### config.mk
export PLATFORM = sky130hd
export DESIGN_NAME = wdk_top
export DESIGN_NICKNAME = d
export VERILOG_FILES = /design/src/rtl/wdk_pkg.sv /design/src/rtl/wdk_regs.sv /design/src/rtl/wdk_fsm.sv /design/src/rtl/wdk_top.sv
export SDC_FILE = /design/constraint.sdc
export NUM_CORES = 1
export LEC_CHECK = 0
export ABC_CLOCK_PERIOD_IN_PS = 7400
export BUFFER_PORTS_ARGS = -buffer_cell sky130_fd_sc_hd__buf_2
export CAP_MARGIN = 25
export CORE_ASPECT_RATIO = 0.8
export CORE_MARGIN = 5
export CORE_UTILIZATION = 45
export CTS_CLUSTER_SIZE = 30
export DETAILED_ROUTE_END_ITERATION = 8
export PLACE_DENSITY = 0.65
export SYNTH_ARGS = -nofsm -noshare
export SYNTH_HDL_FRONTEND = slang
export SYNTH_SLANG_ARGS = --single-unit
### constraint.sdc
create_clock -name clk -period 7.4 [get_ports clk]
set_input_delay 0.74 -clock clk [delete_from_list [all_inputs] [get_ports clk]]
set_output_delay 0.74 -clock clk [all_outputs]
set_load 0.005 [all_outputs]
### src/rtl/wdk_pkg.sv
package wdk_pkg;

    typedef enum logic [1:0] {
        WD_IDLE = 2'd0,
        WD_PRE  = 2'd1,
        WD_LIVE = 2'd2,
        WD_FIRE = 2'd3
    } wd_state_e;

    // byte offsets of the register slots
    localparam int unsigned OFS_CNT_LO = 'h10;
    localparam int unsigned OFS_CNT_HI = 'h14;
    localparam int unsigned OFS_PRD_LO = 'h18;
    localparam int unsigned OFS_PRD_HI = 'h1C;
    localparam int unsigned OFS_GLOB   = 'h24;
    localparam int unsigned OFS_WDCTL  = 'h28;

    localparam int unsigned CTL_EN_BIT = 14;
    localparam int unsigned GLOB_W     = 4;
    localparam logic [1:0]  MODE_WDOG  = 2'd2;

endpackage

### src/rtl/wdk_regs.sv
module wdk_regs
    import wdk_pkg::*;
#(
    parameter int unsigned HALF_W = 32,
    parameter int unsigned ADDR_W = 8
) (
    input  logic              clk,
    input  logic              rst_n,
    input  logic              wr_en,
    input  logic [ADDR_W-1:0] addr,
    input  logic [HALF_W-1:0] wdata,
    input  logic              lock,
    input  logic              inc,
    input  logic              clr,
    input  logic              en_flag,
    output logic              cnt_hit,
    output logic              mode_ok,
    output logic [HALF_W-1:0] rdata
);
    localparam int unsigned CNT_W = 2 * HALF_W;

    logic [CNT_W-1:0]  cnt_q;
    logic [CNT_W-1:0]  prd_q;
    logic [GLOB_W-1:0] glob_q;
    logic              sw_wr;

    assign sw_wr   = wr_en && !lock;
    assign cnt_hit = (cnt_q == prd_q);
    assign mode_ok = (glob_q[3:2] == MODE_WDOG) && (glob_q[1:0] == 2'b11);

    always_ff @(posedge clk or negedge rst_n) begin
        if (!rst_n) begin
            cnt_q <= '0;
        end else if (clr) begin
            cnt_q <= '0;
        end else if (inc) begin
            cnt_q <= cnt_q + 1'b1;
        end else if (sw_wr && addr == ADDR_W'(OFS_CNT_LO)) begin
            cnt_q[HALF_W-1:0] <= wdata;
        end else if (sw_wr && addr == ADDR_W'(OFS_CNT_HI)) begin
            cnt_q[CNT_W-1:HALF_W] <= wdata;
        end
    end

    always_ff @(posedge clk or negedge rst_n) begin
        if (!rst_n) begin
            prd_q  <= '0;
            glob_q <= '0;
        end else if (sw_wr) begin
            if (addr == ADDR_W'(OFS_PRD_LO)) prd_q[HALF_W-1:0]     <= wdata;
            if (addr == ADDR_W'(OFS_PRD_HI)) prd_q[CNT_W-1:HALF_W] <= wdata;
            if (addr == ADDR_W'(OFS_GLOB))   glob_q                <= wdata[GLOB_W-1:0];
        end
    end

    always_comb begin
        rdata = '0;
        if (addr == ADDR_W'(OFS_CNT_LO)) rdata = cnt_q[HALF_W-1:0];
        if (addr == ADDR_W'(OFS_CNT_HI)) rdata = cnt_q[CNT_W-1:HALF_W];
        if (addr == ADDR_W'(OFS_PRD_LO)) rdata = prd_q[HALF_W-1:0];
        if (addr == ADDR_W'(OFS_PRD_HI)) rdata = prd_q[CNT_W-1:HALF_W];
        if (addr == ADDR_W'(OFS_GLOB))   rdata = HALF_W'(glob_q);
        if (addr == ADDR_W'(OFS_WDCTL))  rdata = HALF_W'(en_flag) << CTL_EN_BIT;
    end

endmodule

### src/rtl/wdk_fsm.sv
module wdk_fsm
    import wdk_pkg::*;
#(
    parameter int unsigned KEY_W   = 16,
    parameter int unsigned RST_CYC = 4,
    parameter logic [KEY_W-1:0] KEY_ARM = 16'hA5C6,
    parameter logic [KEY_W-1:0] KEY_GO  = 16'hDA7E
) (
    input  logic             clk,
    input  logic             rst_n,
    input  logic             ctl_wr,
    input  logic             ctl_en,
    input  logic [KEY_W-1:0] ctl_key,
    input  logic             mode_ok,
    input  logic             cnt_hit,
    output wd_state_e        st,
    output logic             inc,
    output logic             clr,
    output logic             lock,
    output logic             en_flag,
    output logic             wd_rst
);
    localparam int unsigned PC_W = $clog2(RST_CYC + 1);

    wd_state_e       st_nx;
    logic [PC_W-1:0] pcnt_q;
    logic            svc_pend_q;
    logic            key_arm, key_go, key_bad, pulse_end;

    assign key_arm   = (ctl_key == KEY_ARM);
    assign key_go    = (ctl_key == KEY_GO);
    assign key_bad   = !key_arm && !key_go;
    assign pulse_end = (pcnt_q == PC_W'(RST_CYC - 1));

    always_comb begin
        st_nx = st;
        unique case (st)
            WD_IDLE: if (ctl_wr && ctl_en && key_arm && mode_ok) st_nx = WD_PRE;
            WD_PRE:  if (ctl_wr) st_nx = (ctl_en && key_go) ? WD_LIVE : WD_IDLE;
            WD_LIVE: if ((ctl_wr && key_bad) || cnt_hit)         st_nx = WD_FIRE;
            WD_FIRE: if (pulse_end)                              st_nx = WD_IDLE;
        endcase
    end

    always_ff @(posedge clk or negedge rst_n) begin
        if (!rst_n) st <= WD_IDLE;
        else        st <= st_nx;
    end

    always_ff @(posedge clk or negedge rst_n) begin
        if (!rst_n) begin
            pcnt_q     <= '0;
            svc_pend_q <= 1'b0;
        end else begin
            pcnt_q <= (st == WD_FIRE) ? pcnt_q + 1'b1 : '0;
            if (st != WD_LIVE)            svc_pend_q <= 1'b0;
            else if (ctl_wr && key_arm)   svc_pend_q <= 1'b1;
            else if (ctl_wr && key_go)    svc_pend_q <= 1'b0;
        end
    end

    always_comb begin
        inc     = (st == WD_LIVE) && !cnt_hit;
        clr     = (st == WD_FIRE) ||
                  ((st == WD_LIVE) && ctl_wr && key_go && svc_pend_q);
        lock    = (st == WD_LIVE) || (st == WD_FIRE);
        en_flag = (st == WD_PRE) || (st == WD_LIVE);
        wd_rst  = (st == WD_FIRE);
    end

endmodule

### src/rtl/wdk_top.sv
module wdk_top
    import wdk_pkg::*;
#(
    parameter int unsigned HALF_W  = 32,
    parameter int unsigned ADDR_W  = 8,
    parameter int unsigned KEY_W   = 16,
    parameter int unsigned RST_CYC = 4,
    parameter logic [KEY_W-1:0] KEY_ARM = 16'hA5C6,
    parameter logic [KEY_W-1:0] KEY_GO  = 16'hDA7E
) (
    input  logic              clk,
    input  logic              rst_n,
    input  logic              wr_en,
    input  logic [ADDR_W-1:0] addr,
    input  logic [HALF_W-1:0] wdata,
    output logic [HALF_W-1:0] rdata,
    output logic              wd_rst_o
);
    localparam int unsigned KEY_LSB = HALF_W - KEY_W;

    wd_state_e        st;
    logic             ctl_wr, ctl_en, mode_ok, cnt_hit;
    logic             inc, clr, lock, en_flag;
    logic [KEY_W-1:0] ctl_key;

    assign ctl_wr  = wr_en && (addr == ADDR_W'(OFS_WDCTL));
    assign ctl_en  = wdata[CTL_EN_BIT];
    assign ctl_key = wdata[KEY_LSB +: KEY_W];

    wdk_regs #(.HALF_W(HALF_W), .ADDR_W(ADDR_W)) u_regs (
        .clk(clk), .rst_n(rst_n), .wr_en(wr_en), .addr(addr), .wdata(wdata),
        .lock(lock), .inc(inc), .clr(clr), .en_flag(en_flag),
        .cnt_hit(cnt_hit), .mode_ok(mode_ok), .rdata(rdata)
    );

    wdk_fsm #(.KEY_W(KEY_W), .RST_CYC(RST_CYC), .KEY_ARM(KEY_ARM), .KEY_GO(KEY_GO)) u_fsm (
        .clk(clk), .rst_n(rst_n), .ctl_wr(ctl_wr), .ctl_en(ctl_en), .ctl_key(ctl_key),
        .mode_ok(mode_ok), .cnt_hit(cnt_hit), .st(st), .inc(inc), .clr(clr),
        .lock(lock), .en_flag(en_flag), .wd_rst(wd_rst_o)
    );

endmodule

### Yosys cells after proc, flatten, opt, wreduce, memory -nomap -nowiden

Cells that the tools add are included.

* flip-flop bits (word level): 138
* latch bits: 0
* RAM bits: 0
* ROM bits: 0
* input port bits: 43
* output and inout port bits: 33
* memories: 0

* add/sub/neg operators: 2
* multiply operators: 0
* div/mod/pow operators: 0
* magnitude comparators: 0
* eq/ne operators: 21
* shifts and indexed selects: 0
* multiplexer cells: 21
* bitwise logic cells: 0
* reduce and logical (&&, ||, !) cells: 34

Operators by type and width (count)
* 2-to-1 mux 32 bit: 9
* 2-to-1 mux 64 bit: 2
* adder 64 x 1 -> 64 bit (second input constant): 1
* equality test 64 bit: 1
* equality test 16 bit (second input constant): 2
* equality test 8 x 5 -> 1 bit (second input constant): 4
* logical AND 1 bit: 17
* equality test 8 x 6 -> 1 bit (second input constant): 2
* 2-to-1 mux 2 bit: 5
* nonzero test 3 bit: 3
* equality test 2 bit (second input constant): 4
* inequality test 2 x 1 -> 1 bit (second input constant): 4
* case mux 2 bit (4 select lines): 1
* AND reduction 2 bit: 4
* zero test 1 bit: 4
* logical OR 1 bit: 4
* AND reduction 4 bit: 1
* adder 3 x 1 -> 3 bit (second input constant): 1
* equality test 3 x 2 -> 1 bit (second input constant): 1
* 2-to-1 mux 1 bit: 3
* 2-to-1 mux 3 bit: 1
* inequality test 3 bit (second input constant): 1
* equality test 2 x 1 -> 1 bit (second input constant): 1
* zero test 2 bit: 1
* inequality test 2 bit (second input constant): 1

### Logic depth before layout (Yosys ltp)

Gate-level depths: netlist of run 1.

* depth after elaboration: 9
* gate-level depth with buffers: 10
* mapped depth without buffers: 8

### Modules after synthesis

A second synthesis of run 1 with hierarchy kept.

* cells, all modules: 948
* area, all modules: 9273.9 µm²

Modules (own cells, without submodules)
* wdk_regs: times used 1, cells each 895, area an instance 8772.2 µm², sequential area each 3303.2 µm²
* wdk_fsm: times used 1, cells each 50, area an instance 476.7 µm², sequential area each 150.1 µm²
* wdk_top: times used 1, cells each 3, area an instance 25.0 µm², sequential area each 0.0 µm²

### Least setup slack after synthesis of run 1

No wires, ideal clock.

* path type: input to register
* start: in addr[1]
* end: reg u_regs.cnt_q[12]
* setup time: 126 ps
* arrival: 2994 ps
* slack: 4280 ps
* stages: 9
* cell sequence: or4_4 buf_6 or3b_4 buf_6 or4_4 buf_6 nand2_4 o31ai_4 a221o_1

* longest elaborated chain between the ends: 7
* elaborated cells between the ends (all ways): 10
* those cells by class: eq/ne (2); mux (1); reduce/logical (7)

Ends and longest elaborated chain
* from (decl): line wdk_top.sv:14 `input logic [ADDR_W-1:0] addr,`
* equality test 8 x 6 -> 1 bit: line wdk_top.sv:26 `assign ctl_wr = wr_en && (addr == ADDR_W'(OFS_WDCTL));`
* logical AND 1 bit: line wdk_top.sv:26
* logical AND 1 bit (3 in a row): line wdk_fsm.sv:65 `((st == WD_LIVE) && ctl_wr && key_go && svc_pend_q);`
* logical OR 1 bit: line wdk_fsm.sv:64 `clr = (st == WD_FIRE) ||`
* nonzero test 3 bit (no source line) / 2-to-1 mux 64 bit (equally long branches)
* to (signal assigned): line wdk_regs.sv:37 `cnt_q <= cnt_q + 1'b1;`
* to (signal, indexed assignment): line wdk_regs.sv:39 `cnt_q[HALF_W-1:0] <= wdata;`
* to (signal, indexed assignment): line wdk_regs.sv:41 `cnt_q[CNT_W-1:HALF_W] <= wdata;`
* to (decl): line wdk_regs.sv:22 `logic [CNT_W-1:0] cnt_q;`

Parallel ways exist; a longest one is shown, timed or not.
A chain may end at the register's enable or synchronous reset.

### Final worst setup path of run 1

* start: reg u_regs.cnt_q[2]
* end: reg u_regs.cnt_q[49]

* longest elaborated chain between the ends: 5
* elaborated cells between the ends (all ways): 9
* those cells by class: add/sub (1); eq/ne (2); mux (2); reduce/logical (4)

Ends and longest elaborated chain
* parallel branches: the longest is 5 deep, another holds adder 64 x 1 -> 64 bit

Parallel ways; which one is timed is not known.

==> impl_metrics.py, run 1 <==
metrics = {
    "power_and_ir_drop": {
        "p_leak_nw": 4.25,
        "ir_drop_mv": 0.115,
        "pwr-share-comb_pct": 16.4,
        "power_frac_clock_pct": 42.8,
        "switching_power_mw": 0.616,
        "powerDensity_nw_per_um2": 210,
        "sw_frac_of_total_pct": 28.7,
        "intPower_mw": 1.53,
        "seq_power_share_pct": 40.8,
        "p_total_mw": 2.14,
    },
    "clock_network": {
        "htreeDepth": 4,
        "post_cts_buffers": 0,
        "cts.path.max_buffers": 2,
        "cts_hold_buf": 0,
        "cts_root_buf": "clkbuf_16",
        "cts_made_buffers": 17,
        "clkLatencyLatePin_ps": 430,
        "clkTransAtPathRegs_ps": 60,
        "cts_resized": 0,
        "clkSinkCount": 138,
        "cts_tree": "yes",
    },
    "drt": {
        "wl_met2_um": 12900,
        "drcViolationCount": 0,
        "routedWlPerCell_um": 24.9,
        "routed_wl_um": 30500,
        "drt_iter0_drc": 1145,
        "route.met3.wl_um": 3620,
        "firstDrtPassIters": 5,
        "top_layer": "met5",
        "via_count": 8105,
        "m1WireLength_um": 13100,
        "via_per_inst": 6.62,
        "ant_nets": 0,
    },
    "logic_synthesis": {
        "syn_avg_cell_area_um2": 9.92,
        "ys_dominant_reg_cell": "dfrtp_1",
        "ys_seq_area_share_pct": 38.4,
        "synth_top_area_share_pct": 38.4,
        "syn_nets": 958,
        "synth_edf_count": 0,
        "yosys.area.top_type": "dfrtp_1",
        "synthCells": 907,
        "synth_area_um2": 9000,
        "ys_types": 62,
        "synth_seq_cells": 138,
        "ys_warn_count": 0,
        "netlist_top_cells_area": "dfrtp_1, mux2_2, mux4_2, xnor2_1, nand2_1",
        "synthArstFlopShare_pct": 100,
    },
    "sta": {
        "setup_viol_count_final": 0,
        "slew_violations": 0,
        "fin_skew_ps": 7.78,
        "hold_viol": 0,
        "setup_tns_ps": 0,
        "min_period_over_period_pct": 53.1,
        "max_freq_ghz": 0.254,
        "fin_ws_ps": 3470,
        "rsz0062_at_grt": "false",
        "worstMarginPinSlew_ps": 1020,
        "worst_slew_margin_rel_pct": 31.4,
        "holdWs_ps": 311,
        "min_period_ps": 3930,
    },
    "final_layout": {
        "final_cells": 1225,
        "layout.nets": 999,
        "final_cell_mix": "dfrtp_1, nand2_1, buf_2",
        "multiInputGateArea_um2": 5220,
        "seqCellArea_um2": 3450,
        "mostFrequentLayoutCell": "dfrtp_1",
        "n_fill_cell": 1841,
        "fin_area_um2": 10200,
        "layout-drive-gt1-share_pct": 24.2,
        "postLayoutCoreUtil_pct": 51.7,
        "area_growth_pct": 13.4,
    },
    "global_routing": {
        "grt-ovfl-total": 0,
        "grt_usage_pct": 27.2,
        "first_global_vias": 7784,
        "antenna_found_initial": 1,
        "grt_pass1_wl_um": 47800,
        "grt_start_max_net_pins": 72,
    },
    "critical_path": {
        "worst-path-max-fanout": 17,
        "worst-setup-path-type": "flip-flop to flip-flop",
        "cp_data_arrival_time_ps": 4270,
        "worst_ep_required_time_ps": 7730,
        "cp-end-kind": "flip-flop",
        "cp-start-kind": "flip-flop",
    },
    "floorplanning": {
        "dieArea_um2": 22900,
        "boundaryPins": 76,
        "initial_core_util_pct": 45.6,
        "core.rowCount": 46,
        "core-area_um2": 19700,
        "die-width_um": 168,
        "die-height_um": 137,
    },
    "placed_design": {
        "portBuffers": 75,
        "hpwl_um": 21100,
        "place_area_um2": 9570,
        "place_inst": 1193,
        "routabilityCongestion": 0.950,
        "dpl_worst_slack_ps": 3430,
    },
    "min_path": {
        "hold_path.class": "input pin to asynchronous set/reset pin",
    },
    "outcome": {
        "status": "complete, no violations",
    },
    "flow_run": {
        "cap_viol_max_count": 0,
    },
}
==> cell families (layout without fill, tap and decap cells) <==
group                      count (synthesis)  count (layout)  synth area share [%]
and+or+nand+nor                          364             364                  22.4
xor gates and xnor gates                  64              64                  6.23
AOI/OAI and AO/OA                        144             144                  11.7
other                                      0               1                     0
DFF                                      138             138                  38.4
adders and majority gates                  8               8                  1.11
buffers and inverters                     85             138                  3.86
muxes                                    104             104                  16.4
==> state kept, by name, summed over array words and instances (netlist names), named ones only <==
| register | count |
|---|---|
| u_regs.cnt_q | 64 |
| u_regs.prd_q | 64 |
| u_regs.glob_q | 4 |
| u_fsm.pcnt_q | 3 |
| u_fsm.st | 1 |
| u_fsm.svc_pend_q | 1 |
==> power groups by stage <==
stage          Sequential, mW  Combinational (mW)  Clock [mW]
2_1_floorplan           0.849               0.233           0
3_3_place_gp            0.881               0.337           0
3_5_place_dp            0.884               0.340           0
4_1_cts                 0.871               0.344       0.925
5_1_grt                 0.880               0.377       0.960
6_report                0.875               0.351       0.918
==> worst max-delay path, cell delays in order (launching register included) <==
cell,delay [ps]
dfrtp_1,460
and3_1,330
nand4_1,460
nor4_1,430
and2b_1,330
nand4_1,830
or4_1,790
a31oi_1,210
==> synth_stat cells (5+ instances only) <==
| master | count |
|---|---|
| mux4_2 | 28 |
| buf_1 | 12 |
| nand2_1 | 92 |
| nand4_1 | 43 |
| inv_1 | 17 |
| nand3_1 | 48 |
| nor3_1 | 19 |
| mux2i_1 | 7 |
| or3_1 | 30 |
| nor4_1 | 13 |
| and2_1 | 34 |
| xnor2_1 | 64 |
| mux2_2 | 68 |
| nand2b_1 | 6 |
| clkbuf_1 | 48 |
| a21oi_1 | 10 |
| a221o_1 | 5 |
| and3_1 | 10 |
| dfrtp_1 | 138 |
| o311ai_0 | 13 |
| nor2b_1 | 6 |
| o211ai_1 | 29 |
| nor2_1 | 23 |
| ha_1 | 8 |
| o21ai_0 | 5 |
| or4_1 | 17 |
| a31oi_1 | 50 |
==> worst paths after layout <==
path,cells after the start,slack (ps),end,startpoint
max,7,3470,u_regs.cnt_q[49],u_regs.cnt_q[2]
min,1,310,u_regs.prd_q[6],rst_n
min reg2reg,1,440,u_fsm.pcnt_q[0],u_fsm.pcnt_q[0]
min in group clk,1,440,u_fsm.pcnt_q[0],u_fsm.pcnt_q[0]
max in group asynchronous,2,5740,u_regs.cnt_q[56],rst_n
max reg2reg,7,3470,u_regs.cnt_q[49],u_regs.cnt_q[2]
==> cell type report <==
type / instances / share of cell area, %
multi-input combinational: 684 / 51.1
sequential: 138 / 33.8
clock buffer: 25 / 5.15
timing repair buffer: 90 / 5.01
tap: 264 / 3.24
clock inverter: 6 / 1.05
inverter: 17 / 0.625
antenna: 1 / 0.0245
==> layer usage <==
layer  up-vias  GRT usage (%)
met5         -              0
li1       3502              -
met3        57           6.70
met2       524           39.0
met1      4020           40.6
met4         2           8.20
No activity file was read; power rests on OpenSTA's default activity.
==> inputs of run 2 (changes only) <==
--- a/config.mk
+++ b/config.mk
@@ -5,7 +5,7 @@
 export SDC_FILE = /design/constraint.sdc
 export NUM_CORES = 1
 export LEC_CHECK = 0
-export ABC_CLOCK_PERIOD_IN_PS = 7400
+export ABC_CLOCK_PERIOD_IN_PS = 3300
 export BUFFER_PORTS_ARGS = -buffer_cell sky130_fd_sc_hd__buf_2
 export CAP_MARGIN = 25
 export CORE_ASPECT_RATIO = 0.8
@@ -13,7 +13,7 @@
 export CORE_UTILIZATION = 45
 export CTS_CLUSTER_SIZE = 30
 export DETAILED_ROUTE_END_ITERATION = 8
-export PLACE_DENSITY = 0.65
+export PLACE_DENSITY = 0.67
 export SYNTH_ARGS = -nofsm -noshare
 export SYNTH_HDL_FRONTEND = slang
 export SYNTH_SLANG_ARGS = --single-unit
==> constraint.sdc (replaced) <==
create_clock -name clk -period 3.3 [get_ports clk]
set_input_delay 0.33 -clock clk [delete_from_list [all_inputs] [get_ports clk]]
set_output_delay 0.33 -clock clk [all_outputs]
set_load 0.005 [all_outputs]
==> run 2 against run 1 <==
Core utilization grew 1.0 points. Critical path depth grew 1. Flip-flop and latch count is the same. Global-route usage grew 0.27 points. Count of clock-buffer cells in the layout shrank 1. Fmax grew 33%. First-iteration DRC count shrank 0.61%. Worst setup slack lost 3100 ps. Highest routed layer is now met4.
==> impl_metrics.py, run 2 (same netlist as run 1, synthesis figures left out) <==
metrics = {
    "floorplanning": {
        "dieArea_um2": 22900,
        "core-area_um2": 19700,
        "die-width_um": 168,
        "die-height_um": 137,
        "core.rowCount": 46,
        "boundaryPins": 76,
        "initial_core_util_pct": 45.6,
    },
    "drt": {
        "via_per_inst": 6.76,
        "ant_nets": 0,
        "drcViolationCount": 0,
        "via_count": 8464,
        "firstDrtPassIters": 6,
        "routed_wl_um": 31400,
        "drt_iter0_drc": 1138,
        "routedWlPerCell_um": 25.1,
    },
    "clock_network": {
        "clkTransAtPathRegs_ps": 60,
        "clkSinkCount": 138,
        "cts_resized": 0,
        "cts_hold_buf": 1,
        "cts_root_buf": "clkbuf_16",
        "clkLatencyLatePin_ps": 430,
        "cts_made_buffers": 17,
        "post_cts_buffers": 0,
        "cts_tree": "yes",
        "cts.path.max_buffers": 2,
        "htreeDepth": 4,
    },
    "final_layout": {
        "mostFrequentLayoutCell": "dfrtp_1",
        "postLayoutCoreUtil_pct": 52.7,
        "final_cell_mix": "dfrtp_1, nand2_1, buf_2",
        "layout.nets": 1027,
        "antennaDiodeCount": 0,
        "layout-drive-gt1-share_pct": 26.1,
        "n_fill_cell": 1792,
        "top_regs": "u_regs.cnt_q: 64 flops, u_regs.prd_q: 64 flops, u_regs.glob_q: 4 flops",
        "area_growth_pct": 15.6,
        "fin_area_um2": 10400,
    },
    "sta": {
        "worstMarginPinSlew_ps": 701,
        "min_period_ps": 2950,
        "max_freq_ghz": 0.339,
        "rsz0062_at_grt": "false",
        "hold_viol": 0,
        "setup_tns_ps": 0,
        "fin_ws_ps": 354,
        "holdWs_ps": 178,
        "min_period_over_period_pct": 89.3,
        "setup_viol_count_final": 0,
        "worst_slew_margin_rel_pct": 52.9,
        "fin_skew_ps": 10.3,
        "slew_violations": 0,
    },
    "global_routing": {
        "antenna_found_initial": 0,
        "first_global_vias": 7828,
        "grt_start_max_net_pins": 75,
        "grt-ovfl-total": 0,
        "grt_pass1_wl_um": 48500,
        "grt_usage_pct": 27.4,
    },
    "placed_design": {
        "portBuffers": 75,
        "dpl_worst_slack_ps": 410,
        "routabilityCongestion": 1.03,
        "place_area_um2": 9780,
        "hpwl_um": 22000,
    },
    "power_and_ir_drop": {
        "pwr-share-comb_pct": 17.3,
        "ir_drop_mv": 0.260,
        "intPower_mw": 3.41,
        "power_frac_clock_pct": 42.3,
        "p_leak_nw": 4.38,
        "sw_frac_of_total_pct": 29.4,
        "powerDensity_nw_per_um2": 464,
        "seq_power_share_pct": 40.4,
        "switching_power_mw": 1.42,
    },
    "critical_path": {
        "cp_data_arrival_time_ps": 3300,
        "worst-path-max-fanout": 14,
        "cp-end-kind": "flip-flop",
        "worst-setup-path-type": "flip-flop to flip-flop",
        "worst_ep_required_time_ps": 3650,
        "cp-start-kind": "flip-flop",
    },
    "min_path": {
        "hold_path.class": "input pin to flip-flop",
    },
    "flow_run": {
        "cap_viol_max_count": 0,
    },
    "outcome": {
        "status": "complete, no violations",
    },
}
run 2: final timing paths:
kind                                 start          endpoint  slack [ps]  depth (start not counted)
max in group asynchronous            rst_n  u_regs.cnt_q[53]        1990                          3
setup / recovery           u_regs.cnt_q[6]  u_regs.cnt_q[54]         350                          8
setup reg to reg           u_regs.cnt_q[6]  u_regs.cnt_q[54]         350                          8
min in group asynchronous            rst_n   u_regs.cnt_q[7]         450                          2
hold / removal                    wdata[6]   u_regs.prd_q[6]         180                          2
hold reg to reg            u_fsm.pcnt_q[0]   u_fsm.pcnt_q[0]         430                          1
run 2: metal layers:
metal / vias up / share of wire (%) / global-route usage, %
met5: - / 0 / 0
met4: 0 / 2.5 / 7.98
li1: 3578 / - / -
met3: 72 / 12 / 7.19
met2: 577 / 42 / 39.8
met1: 4237 / 43 / 40.5
run 2: stage by stage:
step / cells / total power, mW
after global routing: 1252 / 4.97
after detailed placement: 1220 / 2.78
after global placement: 1220 / 2.77
after floorplan: 907 / 2.43
final: 1252 / 4.83
after CTS: 1252 / 4.80
run 2: critical path, cell delays in order (launching register included):
cell and delay, ps:
dfrtp_1 500, and4_1 290, nand4_2 270, or3_1 570, nor3_2 180, nand4_1 110, buf_4 220, or4_1 520
a31oi_1 190
run 2: power by group through the flow:
stage | combinational, mW | clock (mW) | sequential [mW]
finish | 0.837 | 2.04 | 1.95
global placement | 0.809 | 0 | 1.96
CTS | 0.817 | 2.04 | 1.94
floorplan | 0.523 | 0 | 1.90
detailed placement | 0.809 | 0 | 1.97
global route | 0.899 | 2.11 | 1.96
run 2: cell type report:
class                           count  area, um^2  share of cell area [%]
Inverter                           17        63.8                   0.613
Sequential cell                   138        3450                    33.2
Tap cell                          264         330                    3.17
Timing Repair Buffer              118         732                    7.03
Clock buffer                       24         502                    4.82
Multi-Input combinational cell    684        5220                    50.1
Clock inverter                      7         113                    1.08
